===== config.mk =====
export PLATFORM = sky130hd
export DESIGN_NAME = nibcmd_regport
export DESIGN_NICKNAME = d
export VERILOG_FILES = /design/src/rtl/nibcmd_regport.sv
export SDC_FILE = /design/constraint.sdc
export NUM_CORES = 1
export LEC_CHECK = 0
export ABC_CLOCK_PERIOD_IN_PS = 4850
export BUFFER_PORTS_ARGS = -buffer_cell sky130_fd_sc_hd__buf_2
export CAP_MARGIN = 20
export CORE_MARGIN = 2
export CORE_UTILIZATION = 45
export CTS_CLUSTER_SIZE = 10
export DETAILED_ROUTE_END_ITERATION = 6
export PLACE_DENSITY = 0.72
export SLEW_MARGIN = 10
export SYNTH_ARGS = -nofsm -noshare
export SYNTH_HDL_FRONTEND = slang
export SYNTH_SLANG_ARGS = --single-unit
export TNS_END_PERCENT = 20

===== constraint.sdc =====
create_clock -name clk -period 4.85 [get_ports clk]
set_input_delay 0.2425 -clock clk [delete_from_list [all_inputs] [get_ports clk]]
set_output_delay 0.2425 -clock clk [all_outputs]
set_load 0.05 [all_outputs]

===== src/rtl/nibcmd_regport.sv =====
module nibcmd_regport (
  input  logic       clk,
  input  logic       rst_n,
  input  logic       cmd_valid,
  input  logic [7:0] cmd_data,
  output logic       cmd_ready,
  output logic       wr_en,
  output logic [7:0] wr_addr,
  output logic [7:0] wr_data,
  output logic       rd_req,
  output logic [7:0] rd_addr,
  input  logic [7:0] rd_data,
  output logic       rsp_valid,
  output logic [7:0] rsp_data,
  input  logic       rsp_ready
);
  localparam logic [3:0] OP_ALO = 4'h0;
  localparam logic [3:0] OP_AHI = 4'h1;
  localparam logic [3:0] OP_DLO = 4'h2;
  localparam logic [3:0] OP_WR  = 4'h3;
  localparam logic [3:0] OP_RD  = 4'h4;

  logic [7:0] addr;
  logic [3:0] dlo;

  wire       acc  = cmd_valid && cmd_ready;
  wire [3:0] op   = cmd_data[7:4];
  wire [3:0] arg  = cmd_data[3:0];
  wire       step = acc && (op == OP_WR || op == OP_RD) && arg[0];
  wire [7:0] addr_adj = arg[1] ? addr - 8'd1 : addr + 8'd1;

  assign cmd_ready = !rsp_valid;
  assign rd_req    = acc && (op == OP_RD);
  assign rd_addr   = addr;

  always_ff @(posedge clk or negedge rst_n) begin
    if (!rst_n) begin
      addr      <= '0;
      dlo       <= '0;
      wr_en     <= 1'b0;
      wr_addr   <= '0;
      wr_data   <= '0;
      rsp_valid <= 1'b0;
      rsp_data  <= '0;
    end else begin
      wr_en <= 1'b0;
      if (acc) begin
        case (op)
          OP_ALO: addr[3:0] <= arg;
          OP_AHI: addr[7:4] <= arg;
          OP_DLO: dlo <= arg;
          OP_WR: begin
            wr_en   <= 1'b1;
            wr_addr <= addr;
            wr_data <= {arg, dlo};
          end
          default: ;
        endcase
      end
      if (step) addr <= addr_adj;
      if (rd_req) begin
        rsp_valid <= 1'b1;
        rsp_data  <= rd_data;
      end else if (rsp_ready) begin
        rsp_valid <= 1'b0;
      end
    end
  end
endmodule


==> summary.md, run 1 <==
| Metric | Value |
|---|---|
| Global-route wire length before repair | 5961 um |
| Setup Skew | 0.006957 ns |
| Inst Count DP | 262 |
| Initial antenna violation count | 0 |
| Post-synthesis average cell area | 11.31 um2 |
| Total Power | 1.494 mW |
| CTS buffer count | 5 |
| Main flop type after synthesis | dfrtp_1 |
| DIE WIDTH | 67.41 um |
| Yosys Warn Count | 0 |
| Min-delay worst type | primary input to asynchronous set/reset pin |
| Row count | 23 |
| Routed vias/inst | 5.063 |
| Sw Share | 46.91% |
| RSZ-0062 raised after global routing | no |
| CTS tree | done |
| Area leader, netlist | dfrtp_1 |
| Worst endpoint data arrival time | 2.42 ns |
| DR pass1 iterations | 4 |
| Port bufs | 55 |
| Starting Density | 45.89% |
| Setup bufs post-CTS | 0 |
| Fin crit share | 45.30% |
| DR WL/cell | 13.78 um |
| Synth cell types | 32 |
| CTS HTree Levels | 2 |
| Fin area | 0.002236 mm2 |
| Root buffer cell | clkbuf_8 |
| Drt total wl | 3721 um |
| Final min period | 2.197 ns |
| Post-Syn Instances | 160 |
| Die Y | 67.41 um |
| Net Sw Power | 0.7010 mW |
| Io pins | 56 |
| Post-synth EDFFs | 0 |
| Seq pwr share | 33.0% |
| DRC | 0 |
| Global route overflow | 0 |
| Synth area leaders | dfrtp_1 53%, mux2_2 12%, nand2_1 6.0% |
| # nets final | 246 |
| Hold Fails Final Rpt | 0 |
| Placer Congestion | 0.7371 |
| Area Growth Syn to Fin | 23.58% |
| Worst-margin pin slew | 0.7974 ns |
| DR vias | 1367 |
| CTS hold repair buffers | 0 |
| Status | finished clean |
| Core area | 0.003943 mm2 |
| CTS Sinks | 38 |
| Pint | 0.7932 mW |
| Combinational Power Share | 49.6% |
| Share of cells above drive strength 1 | 40.91% |
| Syn_nets | 187 |
| Total Routing Usage GR | 18.39% |
| Max Freq | 455.1 MHz |
| 1st-iter DRT viols | 58 |
| MaxCap Viol Count | 0 |
| Power Density | 668.3 mW/mm2 |
| Share of flip-flops with an asynchronous set or reset | 100.0% |
| Crit start category | flip-flop |
| Post-synth top area share | 52.56% |
| Detailed placement HPWL | 2790 um |
| Number of global-route vias before repair | 1294 |
| Clk buf depth | 2 |
| Post-route antenna net violation count | 0 |
| Yosys reg bits | 38 |
| Sequential-to-total area share from yosys stat | 52.56% |
| Final core area utilization | 56.71% |
| Final Non-Filler Cells | 270 |
| Diodes inserted | 0 |
| Max_slew headroom | 46.84% |
| Clock power frac | 17.4% |
| Slew Viols, Final | 0 |
| Largest net degree at the start of global routing | 39 |
| Setup TNS | 0 ns |
| Clock slew at reported path FFs | 0.07 ns |
| Die area | 0.004543 mm2 |
| Peak VDD IR | 0.3524 mV |
| Crit-path max FO | 15 |
| Worst endpoint required time | 5.07 ns |
| Placement Cell Area | 0.002127 mm2 |
| Post-cts gate resize count | 0 |
| Critical Path End Type | flip-flop |
| Leakage | 1.186 nW |
| Mapped Area | 0.001809 mm2 |
| Final Setup Violations | 0 |
| Critical path class | flip-flop to flip-flop |
| Skew-Pair Late Insertion Delay | 0.29 ns |
## synth_stat cells (2+ instances only)
master	count
inv_1	4
inv_2	2
o21ai_0	5
nor2_1	8
xor2_1	2
dfrtp_1	38
nor2b_1	3
mux2_2	20
nor3b_2	2
a21o_1	4
nand2_1	29
nand3_1	3
ha_1	6
a21oi_1	8
o21ai_1	3
mux2i_1	3
xnor2_1	4
nand3b_1	2
## placed cells by master (no fill, tap or decap), drive strengths merged, types with 4 or more instances in the layout
cell    Yosys  layout
buf         2      55
nand2      29      29
nor2        8       8
inv         6       6
ha          6       6
dfrtp      38      38
mux2       20      20
xnor2       4       4
clkbuf      1       5
a21oi       8       8
a21o        4       4
o21ai       9       9
## metal layers
metal	global-route usage, %	wire length (um)	vias to the layer above
li1	-	-	670
met1	22.48	1669	639
met2	30.20	1706	51
met3	4.167	261	7
met4	9.949	83	0
met5	0	0	-
## path summary, 6_finish.rpt
check	from	endpoint	slack (ns)	depth (start not counted)
worst min register to register	rsp_data[1]	rsp_data[1]	0.47	2
worst max register to register	rsp_valid	rd_addr[7]	2.65	6
min in group clk	rsp_ready	rsp_valid	0.14	2
max in group asynchronous	rst_n	wr_addr[4]	4.31	1
worst min-delay path	rst_n	rsp_data[2]	0.04	1
worst max-delay path	rsp_valid	rd_addr[7]	2.65	6
## cell type report
| class | count | area [um2] |
|---|---|---|
| Timing Repair Buffer | 55 | 275.3 |
| Clock inverter | 3 | 40.04 |
| Clock buffer | 5 | 68.82 |
| Sequential cell | 38 | 950.9 |
| Tap cell | 50 | 62.56 |
| Multi-Input combinational cell | 113 | 815.8 |
| Inverter | 6 | 22.52 |
| Fill cell | 348 | 1707 |
## logic make-up (layout without fill, tap and decap cells)
logic type	after synthesis	after routing	share of synthesized area (%)
AOI/OAI and AO/OA	26	26	8.783
DFF	38	38	52.56
buffers and inverters	9	69	2.351
muxes	23	23	14.11
adders and majority gates	7	7	5.256
xor gates and xnor gates	6	6	2.905
and+or+nand+nor	51	51	14.04
## sequential cells by signal (all words and copies together), names as in the netlist
register	count
dlo	4
rd_addr	8
rsp_data	8
rsp_valid	1
wr_addr	8
wr_data	8
wr_en	1
## per-stage QoR
stage | hold WS [ns] | worst slack, ns
final | 0.03722 | 2.653
after global routing | 0.09976 | 2.404
after CTS | 0.06513 | 2.605
after detailed placement | 0.3829 | 2.618
after global placement | 0.3851 | 2.715
after floorplan | -0.05309 | 2.760
## worst max-delay path: stages, from the launching register on
cell and delay [ns]:
dfrtp_1 0.42, nor4b_4 0.36, nand3_1 0.45, inv_2 0.35
o21ai_2 0.22, o21ai_1 0.17, nor3b_2 0.16
## power groups by stage
stage               Combinational [mW]  Sequential (mW)  Clock, mW
CTS                              0.747            0.496      0.267
global route                     0.793            0.509      0.279
global placement                 0.738            0.498          0
finish                           0.741            0.493      0.260
floorplan                        0.251            0.815          0
detailed placement               0.745            0.502          0
Power figures use the tool's default switching activity.
==> run 2: changes to the inputs <==
--- a/config.mk
+++ b/config.mk
@@ -5,7 +5,7 @@
 export SDC_FILE = /design/constraint.sdc
 export NUM_CORES = 1
 export LEC_CHECK = 0
-export ABC_CLOCK_PERIOD_IN_PS = 4850
+export ABC_CLOCK_PERIOD_IN_PS = 2100
 export BUFFER_PORTS_ARGS = -buffer_cell sky130_fd_sc_hd__buf_2
 export CAP_MARGIN = 20
 export CORE_MARGIN = 2
==> constraint.sdc (replaced) <==
create_clock -name clk -period 2.1 [get_ports clk]
set_input_delay 0.105 -clock clk [delete_from_list [all_inputs] [get_ports clk]]
set_output_delay 0.105 -clock clk [all_outputs]
set_load 0.05 [all_outputs]
==> summary.md, run 2 (synthesis gave the netlist of run 1 again) <==
| Metric | Value |
|---|---|
| Status | finished clean (unchanged) |
| Starting Density | 45.89% (unchanged) |
| Cells along the critical path | ha_1 > a21o_1 > a21o_1 > a211oi_2 > xnor2_1 > o21ai_1 > nor3b_2 (was nor4b_4 > nand3_1 > inv_2 > o21ai_2 > o21ai_1 > nor3b_2) |
| Pint | 1.724 mW (was 0.7932 mW) |
| CP max stage delay | 0.41 ns (was 0.45 ns) |
| Crit-path max FO | 5 (was 15) |
| Final Setup Violations | 0 (unchanged) |
| CTS HTree Levels | 2 (unchanged) |
| Setup Skew | 0.003405 ns (was 0.006957 ns) |
| Worst endpoint data arrival time | 2.10 ns (was 2.42 ns) |
| Core area | 0.003943 mm2 (unchanged) |
| DR WL/cell | 13.99 um (was 13.78 um) |
| Worst endpoint required time | 2.27 ns (was 5.07 ns) |
| Peak VDD IR | 0.7947 mV (was 0.3524 mV) |
| Crit start category | flip-flop (unchanged) |
| DRC | 0 (unchanged) |
| Leakage | 1.188 nW (was 1.186 nW) |
| Placer Congestion | 0.7766 (was 0.7371) |
| Setup TNS | 0 ns (unchanged) |
| Min-delay worst type | primary input to flip-flop (was primary input to asynchronous set/reset pin) |
| Met1 GRT Util | 25.48% (was 22.48%) |
| Sw Share | 47.98% (was 46.91%) |
| MaxCap Viol Count | 0 (unchanged) |
| DR pass1 iterations | 4 (unchanged) |
| Largest net degree at the start of global routing | 39 (unchanged) |
| Most Crowded Layer GR | met2 (unchanged) |
| Post-route antenna net violation count | 0 (unchanged) |
| Initial antenna violation count | 0 (unchanged) |
| Die area | 0.004543 mm2 (unchanged) |
| Fin crit share | 91.81% (was 45.30%) |
| 1st-iter DRT viols | 41 (was 58) |
| Routed vias/inst | 5.102 (was 5.063) |
| Number of global-route vias before repair | 1264 (was 1294) |
| Cell family with most CP delay | compound AO/OA/AOI/OAI gates (was simple AND/OR/NAND/NOR gates) |
| Critical path class | flip-flop to flip-flop (unchanged) |
| Final-layout fill cell count | 369 (was 348) |
| CTS tree | done (unchanged) |
| Skew-Pair Late Insertion Delay | 0.29 ns (about the same) |
| RSZ-0062 raised after global routing | no (unchanged) |
| Clock power frac | 14.1% (was 17.4%) |
| Diodes inserted | 0 (unchanged) |
| CTS Sinks | 38 (unchanged) |
| Total Routing Usage GR | 18.51% (was 18.39%) |
| Area Growth Syn to Fin | 24.14% (was 23.58%) |
| Die Y | 67.41 um (unchanged) |
| Global-route wire length before repair | 6141 um (was 5961 um) |
| Critical Path End Type | flip-flop (unchanged) |
| Detailed placement HPWL | 2842 um (was 2790 um) |
| # nets final | 251 (was 246) |
| Max_slew headroom | 43.15% (was 46.84%) |
| Drt total wl | 3833 um (was 3721 um) |
| Met3 usage | 5.333% (was 4.167%) |
| Commonest non-fill, non-tap cell in the layout | buf_2 (unchanged) |
| Share of cells above drive strength 1 | 40.18% (was 40.91%) |
| Final min period | 1.928 ns (was 2.197 ns) |
| Root buffer cell | clkbuf_8 (unchanged) |
| Most frequent cells in the layout | 55 x buf_2, 38 x dfrtp_1, 29 x nand2_1 (unchanged) |
| Slew Viols, Final | 0 (unchanged) |
| Total Power | 3.314 mW (was 1.494 mW) |
| DIE WIDTH | 67.41 um (unchanged) |
| Worst-margin pin slew | 0.8527 ns (was 0.7974 ns) |
| Clk buf depth | 2 (unchanged) |
| Most common cell on crit path | a21o_1 |
| Max Freq | 518.7 MHz (was 455.1 MHz) |
| Clock slew at reported path FFs | 0.07 ns (about the same) |
| Slowest cell on crit path | dfrtp_1 (was nand3_1) |
| Io pins | 56 (unchanged) |
| Net Sw Power | 1.590 mW (was 0.7010 mW) |
| Grt met2 use | 28.09% (was 30.20%) |
| Setup bufs post-CTS | 0 (unchanged) |
| Seq pwr share | 33.6% (was 33.0%) |
| Global route overflow | 0 (unchanged) |
| Power Density | 1475 mW/mm2 (was 668.3 mW/mm2) |
| Hold Fails Final Rpt | 0 (unchanged) |
| Combinational Power Share | 52.3% (was 49.6%) |
| Worst Path Buf+Inv | 0 (was 1) |
| Port bufs | 55 (unchanged) |
| DR vias | 1398 (was 1367) |
| CTS buffer count | 5 (unchanged) |
| Row count | 23 (unchanged) |
## run 2: cell types whose count changed in the layout (fill, tap and decap cells not counted), sizes merged
cell / delta
dlygate4sd3: +2
clkbuf: +2
clkinv: -2
bufinv: -1
buf: +3
## run 2: routing by layer
layer	wire length, um	part of all wire [%]
met1	1823	48
met2	1695	44
met3	257	6.7
met4	56	1.5
met5	0	0
## run 2: final cells by class
class                      instances  area (um2)  area share [%]
multi-input combinational        113       815.8           36.32
clock buffer                       7       76.32           3.398
timing repair buffer              60       317.8           14.15
tap                               50       62.56           2.786
sequential                        38       950.9           42.34
inverter                           6       22.52           1.003
## run 2: repair_timing
action,4_1_cts,5_1_grt
resized for setup,0,0
hold endpoints to repair,39,0
endpoints found under the setup margin,0,0
hold buffers,2,0
## run 2: final timing paths
kind,start,end,slack [ns],cells past startpoint
min in group asynchronous,rst_n,wr_data[2],0.46,2
max reg2reg,rd_addr[4],rd_addr[7],0.17,7
max in group asynchronous,rst_n,dlo[2],1.10,2
min,rsp_ready,rsp_valid,0.006,2
max,rd_addr[4],rd_addr[7],0.17,7
min reg2reg,rsp_data[1],rsp_data[1],0.47,2
## run 2: power by group through the flow
stage                     clock network (mW)  logic [mW]  registers, mW
after floorplan                            0       0.579           1.88
after global placement                     0        1.73           1.12
after detailed placement                   0        1.74           1.13
after CTS                              0.486        1.74           1.12
after global routing                   0.511        1.85           1.15
final                                  0.469        1.73           1.11
## run 2: through the flow
step / worst slack, ns / cells / cell area [um2] / util (%) / hold WS (ns)
detailed placement: 0.1878 / 265 / 2150 / 54.52 / 0.2600
global route: 0.05116 / 274 / 2246 / 56.97 / 0.005689
CTS: 0.1728 / 274 / 2246 / 56.97 / 0.0009079
finish: 0.1719 / 274 / 2246 / 56.97 / 0.005717
global placement: 0.2323 / 265 / 2150 / 54.52 / 0.2545
floorplan: 0.01032 / 160 / 1809 / - / -0.1906
==> run 3: changes to the inputs <==
--- a/config.mk
+++ b/config.mk
@@ -10,8 +10,10 @@
 export CAP_MARGIN = 20
 export CORE_MARGIN = 2
 export CORE_UTILIZATION = 45
+export CTS_CLUSTER_DIAMETER = 60
 export CTS_CLUSTER_SIZE = 10
 export DETAILED_ROUTE_END_ITERATION = 6
+export GPL_TIMING_DRIVEN = 0
 export PLACE_DENSITY = 0.72
 export SLEW_MARGIN = 10
 export SYNTH_ARGS = -nofsm -noshare
==> summary.md, run 3 (synthesis gave the netlist of run 1 again) <==
| Metric | Value |
|---|---|
| Status | finished clean (unchanged) |
| Inst Count DP | 265 (unchanged) |
| Worst endpoint data arrival time | 2.12 ns (was 2.10 ns) |
| Routed vias/inst | 4.996 (was 5.102) |
| Leakage | 1.186 nW (was 1.188 nW) |
| Most frequent cells in the layout | 56 x buf_2, 38 x dfrtp_1, 29 x nand2_1 (was 55 x buf_2, 38 x dfrtp_1, 29 x nand2_1) |
| Worst endpoint required time | 2.28 ns (was 2.27 ns) |
| Global route overflow | 0 (unchanged) |
| Slew Viols, Final | 0 (unchanged) |
| Crit-path max FO | 4 (was 5) |
| CTS buffer count | 5 (unchanged) |
| Row count | 23 (unchanged) |
| Min-delay worst type | primary input to flip-flop (unchanged) |
| DR WL/cell | 13.66 um (was 13.99 um) |
| Final Non-Filler Cells | 272 (was 274) |
| Commonest non-fill, non-tap cell in the layout | buf_2 (unchanged) |
| Skew-Pair Late Insertion Delay | 0.29 ns (about the same) |
| Largest net degree at the start of global routing | 39 (unchanged) |
| Starting Density | 45.89% (unchanged) |
| Detailed placement HPWL | 2796 um (was 2842 um) |
| CTS Sinks | 38 (unchanged) |
| Max Freq | 514.0 MHz (was 518.7 MHz) |
| DR pass1 iterations | 4 (unchanged) |
| Area Growth Syn to Fin | 24.76% (was 24.14%) |
| Die Y | 67.41 um (unchanged) |
| Initial antenna violation count | 0 (unchanged) |
| Number of global-route vias before repair | 1228 (was 1264) |
| DIE WIDTH | 67.41 um (unchanged) |
| Die area | 0.004543 mm2 (unchanged) |
| Worst-margin pin slew | 0.8214 ns (was 0.8527 ns) |
| Final min period | 1.946 ns (was 1.928 ns) |
| Post-route antenna net violation count | 0 (unchanged) |
| Diodes inserted | 0 (unchanged) |
| Share of cells above drive strength 1 | 41.44% (was 40.18%) |
| RSZ-0062 raised after global routing | no (unchanged) |
| DRC | 0 (unchanged) |
| Drt total wl | 3716 um (was 3833 um) |
| Critical Path End Type | flip-flop (unchanged) |
| # nets final | 250 (was 251) |
| Critical path class | flip-flop to flip-flop (unchanged) |
| CTS HTree Levels | 2 (unchanged) |
| Power Density | 1489 mW/mm2 (was 1475 mW/mm2) |
| 1st-iter DRT viols | 19 (was 41) |
| Placer Congestion | 0.8687 (was 0.7766) |
| Peak VDD IR | 0.7032 mV (was 0.7947 mV) |
| Fin crit share | 92.65% (was 91.81%) |
| Hold Fails Final Rpt | 0 (unchanged) |
| Setup Skew | 0.004681 ns (was 0.003405 ns) |
| Crit start category | flip-flop (unchanged) |
| Max_slew headroom | 45.24% (was 43.15%) |
| MaxCap Viol Count | 0 (unchanged) |
| Core area | 0.003943 mm2 (unchanged) |
| Global-route wire length before repair | 5789 um (was 6141 um) |
| Io pins | 56 (unchanged) |
| DR vias | 1359 (was 1398) |
| Root buffer cell | clkbuf_8 (unchanged) |
| Setup TNS | 0 ns (unchanged) |
| CTS tree | done (unchanged) |
| Clk buf depth | 2 (unchanged) |
| Clock slew at reported path FFs | 0.07 ns (about the same) |
| Final Setup Violations | 0 (unchanged) |
| Total Routing Usage GR | 17.63% (was 18.51%) |
| Port bufs | 55 (unchanged) |
## run 3: cell types whose count changed in the layout (fill, tap and decap cells not counted)
cell / change
ha_4: +1
buf_2: +1
a211oi_1: -1
ha_1: -1
buf_6: +1
clkbuf_8: +1
dlygate4sd3_1: -1
clkbuf_1: -1
a211oi_2: +1
buf_4: -3
## run 3: worst max-delay path, cell delays in order, from the launching register on
cell	delay [ns]
dfrtp_1	0.44
ha_1	0.35
o21ai_0	0.24
nor3_1	0.10
a211oi_2	0.27
xnor2_1	0.20
o21ai_1	0.08
nor3b_2	0.16
## run 3: layout make-up
cell class,instances,area [um2]
Inverter,6,22.52
Sequential cell,38,950.9
Tap cell,50,62.56
Clock buffer,6,82.58
Buffer,3,20.02
Fill cell,345,1685
Multi-Input combinational cell,113,833.3
Timing Repair Buffer,56,285.3
## run 3: where the power goes
part	leakage (nW)	switching [mW]	total, mW	internal (mW)
clock network	0.0431	0.234	0.487	0.253
logic	0.669	1.20	1.74	0.539
registers	0.474	0.173	1.14	0.965
total	1.19	1.60	3.36	1.76
## run 3: metrics by stage
step / hold slack [ns] / util [%] / instance area, um2 / setup slack, ns / total power [mW]
floorplan: -0.1906 / - / 1809 / 0.01032 / 2.461
global placement: 0.2576 / 54.46 / 2147 / 0.1170 / 2.832
detailed placement: 0.2530 / 54.46 / 2147 / 0.08831 / 2.868
CTS: 0.001575 / 56.81 / 2240 / 0.07788 / 3.361
global route: 0.0004399 / 57.25 / 2257 / 0.01942 / 3.563
finish: 0.0001307 / 57.25 / 2257 / 0.1544 / 3.360
## run 3: final timing paths
path	startpoint	end	slack (ns)	cells after the start
setup / recovery	rd_addr[2]	rd_addr[7]	0.15	7
hold / removal	rsp_ready	rsp_valid	0.0001	2
setup reg to reg	rd_addr[2]	rd_addr[7]	0.15	7
hold reg to reg	rsp_data[0]	rsp_data[0]	0.47	2
max in group asynchronous	rst_n	rd_addr[3]	1.14	2
min in group asynchronous	rst_n	wr_addr[0]	0.45	2
## run 3: layer usage
layer,wire length [um],part of all wire [%],up-vias,GRT usage [%]
met5,0,0,-,0
met4,65,1.7,0,6.888
met3,225,6.1,6,4.667
met2,1631,44,42,27.97
met1,1794,48,636,23.06
li1,-,-,675,-
## run 3: repair_timing
| action | CTS | global route |
|---|---|---|
| hold buffers | 1 | 0 |
| endpoints found under the hold margin | 38 | 0 |
| resized for setup | 0 | 2 |
| setup buffers | 0 | 0 |
| endpoints found under the setup margin | 0 | 1 |
